===== config.mk =====
export PLATFORM = sky130hd
export DESIGN_NAME = peer_reg_ctrl
export DESIGN_NICKNAME = d
export VERILOG_FILES = /design/src/rtl/peer_reg_pkg.sv /design/src/rtl/peer_count_table.sv /design/src/rtl/peer_msg_decode.sv /design/src/rtl/peer_reg_ctrl.sv
export SDC_FILE = /design/constraint.sdc
export NUM_CORES = 1
export LEC_CHECK = 0
export BUFFER_PORTS_ARGS = -buffer_cell sky130_fd_sc_hd__buf_2
export CORE_AREA = 3 3 77 79
export CTS_BUF_LIST = sky130_fd_sc_hd__clkbuf_8 sky130_fd_sc_hd__clkbuf_16
export CTS_CLUSTER_SIZE = 28
export DETAILED_ROUTE_END_ITERATION = 10
export DIE_AREA = 0 0 80 82
export GPL_TIMING_DRIVEN = 0
export PLACE_DENSITY_LB_ADDON = 0.12
export SETUP_SLACK_MARGIN = 0.1
export SLEW_MARGIN = 20
export SYNTH_ARGS = -nofsm -noshare
export SYNTH_HDL_FRONTEND = slang
export SYNTH_SLANG_ARGS = --single-unit

===== constraint.sdc =====
create_clock -name clk -period 2.9 [get_ports clk]
set_clock_uncertainty 0.05 [all_clocks]
set_input_delay 0.435 -clock clk [delete_from_list [all_inputs] [get_ports clk]]
set_output_delay 0.435 -clock clk [all_outputs]
set_load 0.05 [all_outputs]

===== src/rtl/peer_reg_pkg.sv =====
package peer_reg_pkg;

  typedef enum logic [2:0] {
    K_IDLE,
    K_OWN,
    K_DEPART,
    K_SHM,
    K_REG,
    K_REJECT
  } msg_kind_e;

  // Meaning of an accepted message from its sign, handle bit and table state.
  function automatic msg_kind_e classify(input logic fire, input logic has_h,
                                         input logic neg, input logic is_m1,
                                         input logic in_range, input logic seen,
                                         input logic full);
    msg_kind_e k;
    if (!fire)                          k = K_IDLE;
    else if (!has_h) begin
      if (neg)                          k = K_IDLE;
      else if (in_range && seen)        k = K_DEPART;
      else                              k = K_OWN;
    end
    else if (is_m1)                     k = K_SHM;
    else if (neg || !in_range || full)  k = K_REJECT;
    else                                k = K_REG;
    return k;
  endfunction

endpackage


===== src/rtl/peer_count_table.sv =====
module peer_count_table #(
  parameter int NUM_PEERS = 16,
  parameter int VEC_LIMIT = 1,
  localparam int IDX_W = $clog2(NUM_PEERS),
  localparam int CNT_W = $clog2(VEC_LIMIT + 1)
) (
  input  logic             clk,
  input  logic             rst_n,
  input  logic             inc_en,
  input  logic             clr_en,
  input  logic [IDX_W-1:0] sel_idx,
  input  logic [IDX_W-1:0] lookup_idx,
  output logic [CNT_W-1:0] sel_count,
  output logic [CNT_W-1:0] lookup_count
);

  logic [CNT_W-1:0] cnt_q [NUM_PEERS];

  for (genvar i = 0; i < NUM_PEERS; i++) begin : g_entry
    logic hit;
    assign hit = (sel_idx == IDX_W'(i));

    always_ff @(posedge clk) begin
      if (!rst_n)               cnt_q[i] <= '0;
      else if (clr_en && hit)   cnt_q[i] <= '0;
      else if (inc_en && hit)   cnt_q[i] <= cnt_q[i] + 1'b1;
    end

    a_r4_count_step: assert property (@(posedge clk) disable iff (!rst_n)
      (inc_en && !clr_en && hit) |=> cnt_q[i] == $past(cnt_q[i]) + 1'b1);

    a_r2_depart_clears: assert property (@(posedge clk) disable iff (!rst_n)
      (clr_en && hit) |=> cnt_q[i] == '0);

    a_r7_count_bound: assert property (@(posedge clk) disable iff (!rst_n)
      cnt_q[i] <= CNT_W'(VEC_LIMIT));
  end

  assign sel_count    = cnt_q[sel_idx];
  assign lookup_count = cnt_q[lookup_idx];

endmodule


===== src/rtl/peer_msg_decode.sv =====
module peer_msg_decode
  import peer_reg_pkg::*;
#(
  parameter int NUM_PEERS = 16,
  parameter int VEC_LIMIT = 1,
  parameter int POS_W     = 16,
  localparam int CNT_W = $clog2(VEC_LIMIT + 1)
) (
  input  logic             fire,
  input  logic             has_handle,
  input  logic [POS_W-1:0] pos,
  input  logic [CNT_W-1:0] sel_count,
  output msg_kind_e        kind
);

  logic neg, is_m1, in_range, seen, full;

  assign neg      = pos[POS_W-1];
  assign is_m1    = &pos;
  assign in_range = !neg && (pos < POS_W'(NUM_PEERS));
  assign seen     = (sel_count != '0);
  assign full     = (sel_count == CNT_W'(VEC_LIMIT));

  assign kind = classify(fire, has_handle, neg, is_m1, in_range, seen, full);

endmodule


===== src/rtl/peer_reg_ctrl.sv =====
module peer_reg_ctrl
  import peer_reg_pkg::*;
#(
  parameter int NUM_PEERS = 16,
  parameter int VEC_LIMIT = 1,
  parameter int POS_W     = 16,
  localparam int IDX_W = $clog2(NUM_PEERS),
  localparam int CNT_W = $clog2(VEC_LIMIT + 1)
) (
  input  logic             clk,
  input  logic             rst_n,
  input  logic             msg_valid,
  output logic             msg_ready,
  input  logic [POS_W-1:0] msg_pos,
  input  logic             msg_has_handle,
  input  logic [IDX_W-1:0] lookup_id,
  output logic [CNT_W-1:0] lookup_count,
  output logic [POS_W-1:0] max_peer,
  output logic [POS_W-1:0] own_id,
  output logic             shm_mapped,
  output logic             bind_valid,
  output logic [CNT_W-1:0] bind_vector,
  output logic             err_sticky
);

  function automatic logic raises_max(input logic [POS_W-1:0] p,
                                      input logic [POS_W-1:0] m);
    return p > m;
  endfunction

  logic             rdy_q, fire;
  logic [IDX_W-1:0] idx;
  logic [CNT_W-1:0] sel_count;
  msg_kind_e        kind;
  logic             ev_reg, ev_depart, ev_own, ev_shm, ev_reject;

  logic [POS_W-1:0] own_q, max_q;
  logic             shm_q, err_q, bind_q;
  logic [CNT_W-1:0] bvec_q;

  assign fire = msg_valid && rdy_q;
  assign idx  = msg_pos[IDX_W-1:0];

  peer_msg_decode #(
    .NUM_PEERS(NUM_PEERS), .VEC_LIMIT(VEC_LIMIT), .POS_W(POS_W)
  ) u_decode (
    .fire(fire), .has_handle(msg_has_handle), .pos(msg_pos),
    .sel_count(sel_count), .kind(kind)
  );

  assign ev_reg    = (kind == K_REG);
  assign ev_depart = (kind == K_DEPART);
  assign ev_own    = (kind == K_OWN);
  assign ev_shm    = (kind == K_SHM);
  assign ev_reject = (kind == K_REJECT);

  peer_count_table #(
    .NUM_PEERS(NUM_PEERS), .VEC_LIMIT(VEC_LIMIT)
  ) u_table (
    .clk(clk), .rst_n(rst_n), .inc_en(ev_reg), .clr_en(ev_depart),
    .sel_idx(idx), .lookup_idx(lookup_id),
    .sel_count(sel_count), .lookup_count(lookup_count)
  );

  always_ff @(posedge clk) begin
    if (!rst_n) begin
      rdy_q  <= 1'b0;
      own_q  <= '1;
      max_q  <= '0;
      shm_q  <= 1'b0;
      err_q  <= 1'b0;
      bind_q <= 1'b0;
      bvec_q <= '0;
    end else begin
      rdy_q  <= 1'b1;
      bind_q <= 1'b0;
      if (ev_own) own_q <= msg_pos;
      if (ev_shm) begin
        shm_q <= 1'b1;
        max_q <= '0;
      end
      if (ev_reg) begin
        if (raises_max(msg_pos, max_q)) max_q <= msg_pos;
        bind_q <= (msg_pos == own_q);
        bvec_q <= sel_count;
      end
      if (ev_reject) err_q <= 1'b1;
    end
  end

  assign msg_ready   = rdy_q;
  assign own_id      = own_q;
  assign max_peer    = max_q;
  assign shm_mapped  = shm_q;
  assign err_sticky  = err_q;
  assign bind_valid  = bind_q;
  assign bind_vector = bvec_q;

  a_r3_map_clears_max: assert property (@(posedge clk) disable iff (!rst_n)
    ev_shm |=> (shm_q && max_q == '0));

  a_r5_max_monotone: assert property (@(posedge clk) disable iff (!rst_n)
    !ev_shm |=> max_q >= $past(max_q));

  a_r8_bind_from_reg: assert property (@(posedge clk) disable iff (!rst_n)
    bind_q |-> ($past(ev_reg) && bvec_q < CNT_W'(VEC_LIMIT)));

  a_r9_err_holds: assert property (@(posedge clk) disable iff (!rst_n)
    err_q |=> err_q);

  a_r1_own_stable: assert property (@(posedge clk) disable iff (!rst_n)
    !ev_own |=> own_q == $past(own_q));

  a_r11_idle_no_change: assert property (@(posedge clk) disable iff (!rst_n)
    !msg_valid |=> ($stable(own_q) && $stable(max_q) && $stable(shm_q) && !bind_q));

endmodule


==> flow_metrics.tcl, run 1 <==
set metrics [dict create \
    status "complete, no violations" \
    crit_arrival_ns 2.64 \
    grt_pass1_wl_mm 11.8 \
    rows 27 \
    syn_inst 302 \
    cpMaxStageDelayCell "mux4_2" \
    rrSetupSlack_ns 0.32 \
    die_width_um 80 \
    yosysWarnings 0 \
    place_hpwl_mm 5.59 \
    area_growth_pct 19.7 \
    clk_pin_slew_ns 0.10 \
    core_mm2 0.00541 \
    fmax_mhz 373 \
    io_buffers 61 \
    avgSynthCellArea_um2 9.51 \
    period_needed_ns 2.68 \
    num_antenna_cells 0 \
    wl_per_cell_um 16.3 \
    grt_pass1_vias 2421 \
    setup_viol 0 \
    via_count 2508 \
    drcViolationCount 0 \
    finish.net_count 411 \
    finalCritPeriodShare_pct 92.5 \
    grtUsageTotal_pct 23.2 \
    cts_tree "yes" \
    critical_path_class "in -> reg" \
    clkLatencyLatePin_ns 0.31 \
    path_depth 9 \
    cp-start-kind "primary input" \
    finalHoldViolations 0 \
    synth_seq_cells 53 \
    maxCapViolations 0 \
    ir_worst_vdd_uv 319 \
    clock_path_buffers 2 \
    yosysSeqAreaShare_pct 42.2 \
    hold_depth 1 \
    ios 62 \
    die_h_um 82 \
    crit_top_cell "mux2i_1" \
    min_path_type "in -> reg" \
    slew_violations 0 \
    tightest_slew_ns 0.574 \
    crit_buf_inv 3 \
    path_max_fanout 10 \
    dp_cells 435 \
    layout-drive-gt1-share_pct 25.3 \
    final_util_pct 63.6 \
    slew_headroom_pct 61.7 \
    rsz0062_at_grt "no" \
    holdBufCountCts 0 \
    syn_area_mm2 0.00287 \
    overflow 0 \
    powerDensity_mw_per_mm2 467 \
    cts_buffers 5 \
    first_iter_violations 184 \
    crit_chain "buf_2 > clkbuf_4 > mux4_2 > mux2i_1 > mux2i_2 > mux2i_1 > nand2_1 > clkbuf_2 > o31ai_1" \
    p_leak_uw 0.00138 \
    place_congestion 0.842 \
    setup_tns_ns 0 \
    antenna_found_initial 0 \
    synth_cell_type_count 37 \
    drtAntennaViolNets 0 \
    reg2regPathDepth 7 \
    dieArea_mm2 0.00656 \
    clock_sinks 53 \
    start_util_pct 53.1 \
    root_buffer "clkbuf_8" \
    final_cell_mix "buf_2 (63), nand2_1 (44), dfxtp_1 (38)" \
    layout_commonest_cell "buf_2" \
    dr.pass1.iters 4 \
    cts_max_level 2 \
    vias_per_cell 5.65 \
    power_uw 1610 \
    grt_max_degree 17 \
    required_ns 2.85 \
    slowest_delay_ns 0.52 \
    synth_fp_nets 342 \
    drt-total-wl_mm 7.24 \
    fin_cells 444 \
    crit_family "multiplexers" \
    whs_ns 0.205 \
    cp-end-kind "flop" \
]
## registers in the layout, summed over array words and instances, names as in the netlist
name           flops
max_peer          16
err_sticky         1
bind_valid         1
shm_mapped         1
u_table.cnt_q     16
bind_vector        1
own_id            16
msg_ready          1
## power by group
part	total, µW	leakage [µW]	switching, µW	internal (µW)
logic	230	0.000847	149	80.4
registers	788	0.000463	12.5	775
clock network	589	0.0000681	246	343
## kinds of logic (layout without fill, tap and decap cells)
group | Yosys count | after routing | synth area share [%]
xor+xnor | 16 | 16 | 4.88
simple gates | 128 | 128 | 22.4
mux | 20 | 20 | 10.9
fa+ha+maj | 16 | 16 | 6.97
compound gates | 31 | 31 | 7.41
buf+inv | 38 | 108 | 5.32
flops | 53 | 53 | 42.2
## cell usage after synthesis, drive strengths merged
library cell,count,area share [%]
nand2b,3,0.65
or4,1,0.26
o21ai,2,0.35
mux4,9,7.1
o21a,1,0.26
a21boi,1,0.26
clkbuf,12,1.6
a31oi,1,0.22
nand4b,2,0.61
or2,3,0.65
nand3,15,2.6
o31ai,14,3.7
mux2i,11,3.8
a211o,1,0.31
and3,1,0.22
nand2,45,5.9
a21oi,7,1.2
nor2b,1,0.22
o211ai,2,0.52
nand4,8,1.7
ha,16,7.0
dfxtp,38,26
or3,1,0.22
inv,18,2.4
nor3,23,4.4
a221o,1,0.35
buf,8,1.4
xor2,16,4.9
nand3b,1,0.26
a21o,1,0.26
and2,1,0.22
nor4,16,3.5
edfxtp,15,16
nor2,7,0.92
## metal layers
layer  global-route usage [%]  vias up  wire length [µm]
li1                         -     1231                 -
met1                     28.8     1175              3050
met2                     39.7       84              3550
met3                     4.93       18               447
met4                     8.61        0               189
met5                        0        -                 0
## path summary, 6_finish.rpt
kind / end / from
hold / removal: msg_ready / rst_n
hold reg to reg: shm_mapped / shm_mapped
setup reg to reg: u_table.cnt_q[5] / u_table.cnt_q[14]
setup / recovery: u_table.cnt_q[5] / msg_pos[1]
## through the flow
step / setup WS (ns) / cell area (µm²)
floorplan: 0.304 / 2870
detailed placement: -0.361 / 3270
global route: 0.107 / 3440
finish: 0.217 / 3440
global placement: -0.291 / 3270
CTS: 0.114 / 3410
## layout make-up
type | instances | area [µm²]
buffer | 19 | 86.3
clock buffer | 5 | 68.8
clock inverter | 3 | 65.1
fill | 486 | 1970
inverter | 18 | 67.6
multi-input combinational | 211 | 1530
sequential | 53 | 1210
tap | 72 | 90.1
timing repair buffer | 63 | 320
## repair_timing
action | CTS | global route
gates resized for setup | 2 | 7
endpoints found under the setup margin | 19 | 34
pin swaps | 0 | 1
gates cloned | 0 | 0
setup buffers | 0 | 2
No activity file was read; power rests on OpenSTA's default activity.
==> run 2: changes to the inputs <==
--- a/config.mk
+++ b/config.mk
@@ -6,11 +6,11 @@
 export NUM_CORES = 1
 export LEC_CHECK = 0
 export BUFFER_PORTS_ARGS = -buffer_cell sky130_fd_sc_hd__buf_2
-export CORE_AREA = 3 3 77 79
-export CTS_BUF_LIST = sky130_fd_sc_hd__clkbuf_8 sky130_fd_sc_hd__clkbuf_16
+export CORE_AREA = 3 3 76 78
+export CTS_BUF_LIST = sky130_fd_sc_hd__clkbuf_4 sky130_fd_sc_hd__clkbuf_8
 export CTS_CLUSTER_SIZE = 28
 export DETAILED_ROUTE_END_ITERATION = 10
-export DIE_AREA = 0 0 80 82
+export DIE_AREA = 0 0 79 81
 export GPL_TIMING_DRIVEN = 0
 export PLACE_DENSITY_LB_ADDON = 0.12
 export SETUP_SLACK_MARGIN = 0.1
==> flow_metrics.tcl, run 2 (same netlist as run 1, synthesis figures left out) <==
set metrics [dict create \
    vias_per_cell 5.59 \
    min_path_type "in -> reg" \
    layout_commonest_cell "buf_2" \
    grtUsageTotal_pct 23.5 \
    setup_viol 0 \
    grt_max_degree 17 \
    overflow 0 \
    clock_sinks 53 \
    root_buffer "clkbuf_8" \
    slowest_delay_ns 0.51 \
    p_clk_share_pct 30.6 \
    rows 26 \
    cpMaxStageDelayCell "mux4_2" \
    crit_buf_inv 3 \
    seq_area_mm2 0.00121 \
    die_width_um 79 \
    clk_pin_slew_ns 0.10 \
    drcViolationCount 0 \
    slew_violations 0 \
    place_hpwl_mm 5.41 \
    dr.pass1.iters 4 \
    path_max_fanout 10 \
    final_cell_mix "buf_2 (64), nand2_1 (43), dfxtp_1 (38)" \
    power_frac_comb_pct 15.4 \
    seq_power_share_pct 54.0 \
    slew_headroom_pct 64.7 \
    antenna_found_initial 0 \
    first_iter_violations 263 \
    place_congestion 0.840 \
    die_h_um 81 \
    p_leak_uw 0.00135 \
    critical_path_class "in -> reg" \
    ir_worst_vdd_uv 272 \
    fmax_mhz 382 \
    core_mm2 0.00514 \
    drtAntennaViolNets 0 \
    maxCapViolations 0 \
    p_switching_uw 411 \
    grt_pass1_wl_mm 11.7 \
    rsz0062_at_grt "yes" \
    area_growth_pct 17.4 \
    ios 62 \
    finalCritPeriodShare_pct 90.2 \
    finish.net_count 409 \
    switching_share_pct 28.2 \
    required_ns 3.04 \
    cts_tree "yes" \
    num_antenna_cells 0 \
    finalHoldViolations 0 \
    status "complete, no violations" \
    layout-drive-gt1-share_pct 24.6 \
    dieArea_mm2 0.00640 \
    via_count 2461 \
    io_buffers 61 \
    cp-start-kind "primary input" \
    cts_max_level 2 \
    whs_ns 0.183 \
    cts_buffers 5 \
    tightest_slew_ns 0.530 \
    holdBufCountCts 0 \
    nFillCells 481 \
    wl_per_cell_um 16.0 \
    multi_input_comb_area_mm2 0.00152 \
    powerDensity_mw_per_mm2 433 \
    grt_pass1_vias 2386 \
    drt-total-wl_mm 7.04 \
    period_needed_ns 2.62 \
    clkLatencyLatePin_ns 0.31 \
    crit_arrival_ns 2.75 \
    start_util_pct 55.9 \
    postCtsSetupRepairBufs 0 \
    p_int_uw 1050 \
    dp_cells 433 \
    cp-end-kind "flop" \
    fin_cells 440 \
    crit_chain "buf_2 > clkbuf_4 > mux4_2 > mux2i_1 > mux2i_2 > or3_1 > nor3_4 > buf_6 > nor3_1" \
    clock_path_buffers 2 \
    final_util_pct 65.6 \
    crit_family "multiplexers" \
]
run 2: cell types whose count changed in the layout (fill, tap and decap cells not counted), moves of 2 or more:
| cell | change |
|---|---|
| buf_4 | -2 |
| bufinv_16 | -2 |
| o31ai_1 | +2 |
| o31ai_2 | -2 |
run 2: cell type report:
type	count	share of cell area (%)
Buffer	19	2.60
Clock buffer	6	2.45
Clock inverter	2	0.408
Inverter	18	2.00
Multi-Input combinational cell	211	45.0
Sequential cell	53	35.9
Tap cell	70	2.60
Timing Repair Buffer	61	9.05
run 2: routing by layer:
metal / share of wire, % / global-route usage, %
met1: 43 / 29.7
met3: 4.6 / 4.66
met2: 50 / 40.7
met5: 0 / 0
met4: 2.2 / 7.22
run 2: power by group through the flow:
| stage | sequential (µW) | clock, µW | combinational [µW] |
|---|---|---|---|
| after floorplan | 833 | 0 | 119 |
| after global placement | 805 | 0 | 220 |
| after detailed placement | 806 | 0 | 224 |
| after CTS | 788 | 450 | 224 |
| after global routing | 791 | 493 | 248 |
| final | 789 | 447 | 225 |
run 2: what timing repair did:
item | in CTS | in global routing
pin swaps | 0 | 1
resized for setup | 1 | 9
cloned | 0 | 0
endpoints found under the hold margin | 0 | 0
setup endpoints to repair | 28 | 33
run 2: path summary, 6_finish.rpt:
kind                                    end               from  depth (start not counted)  slack (ns)
worst max-delay path            max_peer[6]         msg_pos[1]                          9        0.28
worst min-delay path              msg_ready              rst_n                          1        0.18
worst max register to register  max_peer[6]  u_table.cnt_q[14]                          7        0.37
worst min register to register   shm_mapped         shm_mapped                          2        0.41
run 2: metrics by stage:
stage,setup TNS (ns),instance area [µm²],worst slack [ns],power (µW)
after floorplan,0,2870,0.304,951
after global placement,-8.15,3260,-0.299,1020
after detailed placement,-9.41,3260,-0.340,1030
after CTS,0,3360,0.133,1460
after global routing,0,3370,0.0555,1530
final,0,3370,0.285,1460
run 2: worst register-to-register path, cell delays in order, from the launching register on:
cell      delay (ns)
edfxtp_1        0.44
mux4_2          0.49
mux2i_1         0.19
mux2i_2         0.16
or3_1           0.46
nor3_4          0.35
buf_6           0.20
nor3_1          0.06
